<file path="src/rtl/txh_pkg.sv">
package txh_pkg;

    typedef enum logic [1:0] {
        THR_EMPTY   = 2'b00,
        THR_TWO     = 2'b01,
        THR_QUARTER = 2'b10,
        THR_HALF    = 2'b11
    } thr_sel_e;

    typedef enum logic {
        IND_LEGACY = 1'b0,
        IND_PROG   = 1'b1
    } ind_mode_e;

    typedef struct packed {
        logic thre;
        logic temt;
        logic irq;
    } tx_status_t;

    function automatic int thr_level(thr_sel_e sel, int depth);
        case (sel)
            THR_EMPTY:   return 0;
            THR_TWO:     return 2;
            THR_QUARTER: return depth / 4;
            default:     return depth / 2;
        endcase
    endfunction

endpackage

</file>
<file path="src/rtl/tx_fifo_store.sv">
module tx_fifo_store #(
    parameter int DW    = 8,
    parameter int DEPTH = 16,
    localparam int AW   = $clog2(DEPTH),
    localparam int CW   = $clog2(DEPTH + 1)
) (
    input  logic          clk,
    input  logic          rst,
    input  logic          flush,
    input  logic          cap_one,
    input  logic          wr_valid,
    input  logic [DW-1:0] wr_data,
    input  logic          pop_ready,
    output logic          load,
    output logic [DW-1:0] load_data,
    output logic [CW-1:0] count
);
    logic [DW-1:0] mem [DEPTH];
    logic [AW-1:0] rd_ptr, wr_ptr;
    logic [CW-1:0] cap;
    logic          accept;

    assign cap       = cap_one ? CW'(1) : CW'(DEPTH);
    assign load      = pop_ready && (count != '0);
    assign accept    = wr_valid && (count < cap) && !flush;
    assign load_data = mem[rd_ptr];

    always_ff @(posedge clk) begin
        if (accept) begin
            mem[wr_ptr] <= wr_data;
        end
    end

    always_ff @(posedge clk) begin
        if (rst || flush) begin
            rd_ptr <= '0;
            wr_ptr <= '0;
            count  <= '0;
        end else begin
            if (load) begin
                rd_ptr <= rd_ptr + AW'(1);
            end
            if (accept) begin
                wr_ptr <= wr_ptr + AW'(1);
            end
            case ({accept, load})
                2'b10:   count <= count + CW'(1);
                2'b01:   count <= count - CW'(1);
                default: count <= count;
            endcase
        end
    end
endmodule

</file>
<file path="src/rtl/tx_status.sv">
module tx_status
    import txh_pkg::*;
#(
    parameter int DEPTH = 16,
    localparam int CW   = $clog2(DEPTH + 1)
) (
    input  logic [CW-1:0] count,
    input  ind_mode_e     mode,
    input  thr_sel_e      thr_sel,
    input  logic          irq_en,
    input  logic          sh_idle,
    output tx_status_t    status
);
    logic empty, full, below;

    assign empty = (count == '0);
    assign full  = (count == CW'(DEPTH));
    assign below = (int'(count) <= thr_level(thr_sel, DEPTH));

    always_comb begin
        status.temt = empty && sh_idle;
        if (mode == IND_PROG) begin
            status.thre = full;
            status.irq  = irq_en && below;
        end else begin
            status.thre = empty;
            status.irq  = irq_en && empty;
        end
    end
endmodule

</file>
<file path="src/rtl/tx_hold_path.sv">
module tx_hold_path
    import txh_pkg::*;
#(
    parameter int DW    = 8,
    parameter int DEPTH = 16,
    localparam int CW   = $clog2(DEPTH + 1)
) (
    input  logic          clk,
    input  logic          rst,
    input  logic          wr_valid,
    input  logic [DW-1:0] wr_data,
    input  logic          fifo_en,
    input  logic          prog_en,
    input  logic          irq_en,
    input  logic [1:0]    thr_sel,
    input  logic          sh_ready,
    input  logic          sh_idle,
    output logic          sh_load,
    output logic [DW-1:0] sh_data,
    output logic          thre,
    output logic          temt,
    output logic          irq
);
    logic          fifo_en_q;
    logic          flush;
    logic [CW-1:0] count;
    ind_mode_e     mode;
    tx_status_t    status;

    always_ff @(posedge clk) begin
        fifo_en_q <= fifo_en;
    end

    assign flush = !rst && (fifo_en != fifo_en_q);
    assign mode  = (prog_en && fifo_en) ? IND_PROG : IND_LEGACY;

    tx_fifo_store #(.DW(DW), .DEPTH(DEPTH)) u_store (
        .clk       (clk),
        .rst       (rst),
        .flush     (flush),
        .cap_one   (!fifo_en),
        .wr_valid  (wr_valid),
        .wr_data   (wr_data),
        .pop_ready (sh_ready),
        .load      (sh_load),
        .load_data (sh_data),
        .count     (count)
    );

    tx_status #(.DEPTH(DEPTH)) u_status (
        .count   (count),
        .mode    (mode),
        .thr_sel (thr_sel_e'(thr_sel)),
        .irq_en  (irq_en),
        .sh_idle (sh_idle),
        .status  (status)
    );

    assign thre = status.thre;
    assign temt = status.temt;
    assign irq  = status.irq;
endmodule

</file>
<file path="config.mk">
export PLATFORM = sky130hd
export DESIGN_NAME = tx_hold_path
export DESIGN_NICKNAME = d
export VERILOG_FILES = /design/src/rtl/txh_pkg.sv /design/src/rtl/tx_fifo_store.sv /design/src/rtl/tx_status.sv /design/src/rtl/tx_hold_path.sv
export SDC_FILE = /design/constraint.sdc
export NUM_CORES = 1
export LEC_CHECK = 0
export BUFFER_PORTS_ARGS = -buffer_cell sky130_fd_sc_hd__buf_2
export CORE_MARGIN = 1.5
export CORE_UTILIZATION = 29
export CTS_CLUSTER_DIAMETER = 200
export DETAILED_ROUTE_END_ITERATION = 10
export SLEW_MARGIN = 5
export SYNTH_ARGS = -nofsm -noshare
export SYNTH_HDL_FRONTEND = slang
export SYNTH_HIERARCHICAL = 1
export SYNTH_SLANG_ARGS = --single-unit
export TNS_END_PERCENT = 5
</file>
<file path="constraint.sdc">
create_clock -name clk -period 3 [get_ports clk]
set_clock_uncertainty 0.1 [all_clocks]
set_input_delay 0.3 -clock clk [delete_from_list [all_inputs] [get_ports clk]]
set_output_delay 0.3 -clock clk [all_outputs]
set_load 0.02 [all_outputs]
</file>
==> reports/metrics.yaml <==
run_status:
  status: "finished clean"
die:
  start_util_pct: 29.6
  die_h_um: 147
  fp.dieArea_um2: 21600
  fp-row-count: 52
  fp.dieW_um: 147
  pin_count: 30
  core_area_um2: 20300
min_path:
  min_from: "rst"
  hold_path.class: "input pin to flop"
synth:
  netlist_area_um2: 6010
  synth_top_family_by_area: "multiplexers"
  synth-compound-area-share_pct: 3.29
  synth_seq_cells: 146
  yosys_warnings: 6
  synth_cell_types: 47
  synth-adder-area-share_pct: 2.50
  syn_area_per_cell_um2: 18.6
  synthXorXnorAreaFrac_pct: 1.17
  ys_seq_area_share_pct: 69.9
  synth_mux_area_share_pct: 15.5
  synth-simple-area-share_pct: 5.93
  synth_fp_nets: 354
  netlist_instances: 324
timing:
  worstMarginPinSlew_ns: 0.728
  setup_violations: 0
  period_needed_ns: 2.86
  slew_headroom_pct: 51.4
  period_share_pct: 95.4
  fmax_mhz: 350
  tns_ns: 0
  rsz0062_at_grt: "no"
  whs_ns: 0.112
  hold_viol_final: 0
  drv_slew: 0
clock_network:
  path_clk_slew_ns: 0.06
  clockBufferDepth: 2
  cts_htree_levels: 4
  cts.sinks: 146
  clk_latency_ns: 0.42
  cts_tree: "built"
  clock_tree.root_cell: "clkbuf_16"
  numCtsBuffers: 17
placed_design:
  numPortBuffers: 29
  gp_congestion: 0.774
  dp_hpwl_mm: 7.63
critical_path:
  path_max_fanout: 8
  start_kind: "flop"
  criticalPathCategory: "flop to flop"
  reg2reg_from: "u_store/count[0]"
  crit_slowest_cell: "or4_4"
  worstSetupStartpoint: "u_store/count[0]"
  reg2reg_slack_ns: 0.14
  path_delay_family: "simple AND/OR/NAND/NOR gates"
  end_kind: "flop"
  crit_buf_inv: 0
  cp.required_ns: 3.25
  critPathMaxStageDelay_ns: 0.57
  crit_arrival_ns: 3.11
  worstPathCellList: "or4_4 -> o21a_4 -> or3_4 -> ha_4 -> xor2_1 -> ha_2 -> a21oi_2 -> xnor2_1 -> or3_1 -> a21oi_1"
global_route:
  grt_max_degree: 33
  grt_usage_pct: 12.2
  grt_pass1_vias: 3344
  grt_pass1_wl_mm: 19.0
  grt_overflow_total: 0
  antenna_found_initial: 1
detailed_routing:
  routedWlPerCell_um: 18.3
  wl_mm: 12.2
  routed.top_layer: "met4"
  drtAntennaViolNets: 0
  wl_met2_mm: 5.99
  vias: 3147
  drtIter0Drc: 237
  met3_length_um: 625
  drc_errors: 0
  dr.pass1.iters: 4
  wl_met1_mm: 5.33
  vias_per_cell: 4.73
cells_and_area:
  final_util_pct: 35.7
  register_area_um2: 4210
  drive_gt1_share_pct: 34.7
  nets: 412
  multi_input_area_um2: 1730
  area_growth_pct: 20.6
  n_fill_cell: 1926
job:
  cap_viol_max_count: 0
pwr:
  p_seq_share_pct: 44.0
  combPwrFrac_pct: 15.0
  p_int_uw: 3920
  p_leak_uw: 0.00238
  p_per_area_nw_per_um2: 711
  p_sw_share_pct: 23.9
  peakVddDrop_v: 0.000362
  p_clk_share_pct: 41.0
  switchingPower_uw: 1230
tightest hold or removal path, cell delays in order:
cell	delay, ns
buf_2	0.12
or3_1	0.10
mux2i_1	0.06
synth_stat cells (all sizes together):
master,count,area share (%)
a2111oi,1,0.15
a211o,1,0.15
a21o,2,0.25
a21oi,5,0.42
a31oi,2,0.21
a32oi,1,0.15
a41o,1,0.17
and2,2,0.25
and3b,1,0.15
buf,7,0.69
clkbuf,8,0.50
dfxtp,18,6.0
edfxtp,128,64
ha,12,2.5
inv,8,0.50
mux2i,3,0.50
mux4,40,15
nand2,3,0.19
nand2b,5,0.52
nand3,6,0.50
nand3b,2,0.25
nand4,2,0.21
nand4b,3,0.44
nor2,27,1.7
nor2b,2,0.21
nor3,1,0.083
o211ai,1,0.12
o21a,3,0.50
o21ai,7,0.58
o221a,1,0.19
o311ai,1,0.15
o31ai,1,0.12
o41ai,1,0.15
or2,1,0.10
or2b,1,0.15
or3,4,0.44
or4,3,0.56
or4b,1,0.17
xnor2,2,0.29
xor2,6,0.87
cell usage in the layout, fill, tap and decap left out, types with 2 or more instances in the layout:
master / n
nand4_1: 2
and2_2: 2
o21a_1: 2
nand2b_1: 5
clkinvlp_4: 3
clkbuf_1: 3
mux2i_1: 3
edfxtp_1: 128
inv_1: 8
inv_6: 2
xor2_1: 6
o21ai_1: 2
nand2_1: 3
bufinv_16: 3
nor2_1: 26
mux4_2: 40
buf_4: 23
clkbuf_16: 17
xnor2_1: 2
nand4b_1: 3
nand3b_1: 2
dfxtp_1: 17
o21ai_0: 5
or3_1: 3
a31oi_1: 2
a21o_1: 2
nor2b_1: 2
buf_2: 29
nand3_1: 6
a21oi_1: 4
ha_1: 10
clkinv_4: 2
or4_4: 3
per-layer routing:
layer / vias to the layer above / global-route usage [%]
met5: - / 0
met4: 0 / 5.00
met3: 26 / 3.91
met2: 78 / 20.2
met1: 1612 / 14.9
li1: 1431 / -
final timing paths:
check,endpoint,cells past startpoint
min,u_store/count[4],3
min reg2reg,u_store/wr_ptr[0],2
max,u_store/count[2],10
max reg2reg,u_store/count[2],10
kinds of logic (layout without fill, tap and decap cells):
kind of cell               count (synthesis)  in the layout
xor gates and xnor gates                   8              8
buffers and inverters                     23             94
other                                      0              1
AOI/OAI and AO/OA                         28             28
muxes                                     43             43
adders and majority gates                 12             12
and+or+nand+nor                           64             64
DFF                                      146            146
what timing repair did:
| action | in CTS | in global routing |
|---|---|---|
| hold endpoints to repair | 1 | 0 |
| buffers inserted | 0 | 0 |
| hold buffers | 1 | 0 |
| endpoints found under the setup margin | 0 | 1 |
| gates resized for setup | 0 | 1 |
state kept, by name (all words and copies together), names as in the netlist, named ones only:
name	cells
u_store/rd_ptr	4
u_store/wr_ptr	4
u_store/mem	128
u_store/count	5
fifo_en_q	1
area by class of cell:
| class | instances | area share [%] |
|---|---|---|
| Sequential cell | 146 | 58.0 |
| Multi-Input combinational cell | 155 | 23.9 |
| Clock buffer | 20 | 6.03 |
| Timing Repair Buffer | 54 | 4.80 |
| Tap cell | 270 | 4.66 |
| Clock inverter | 12 | 2.16 |
| Inverter | 8 | 0.414 |
| Antenna cell | 1 | 0.0345 |
through the flow:
stage / cells / worst slack (ns) / total power, µW / area, µm²
global route: 665 / 0.0129 / 5350 / 7240
detailed placement: 632 / 0.148 / 3090 / 6640
floorplan: 324 / 0.0313 / 2870 / 6040
global placement: 632 / 0.226 / 3070 / 6640
CTS: 665 / 0.105 / 5200 / 7240
finish: 666 / 0.139 / 5150 / 7250
power by group through the flow:
stage | logic [µW] | clock network (µW) | registers [µW]
floorplan | 558 | 0 | 2310
global placement | 763 | 0 | 2310
detailed placement | 782 | 0 | 2310
CTS | 783 | 2150 | 2270
global route | 842 | 2240 | 2270
finish | 774 | 2110 | 2270
Note: power is estimated with default switching activity, not from simulation.
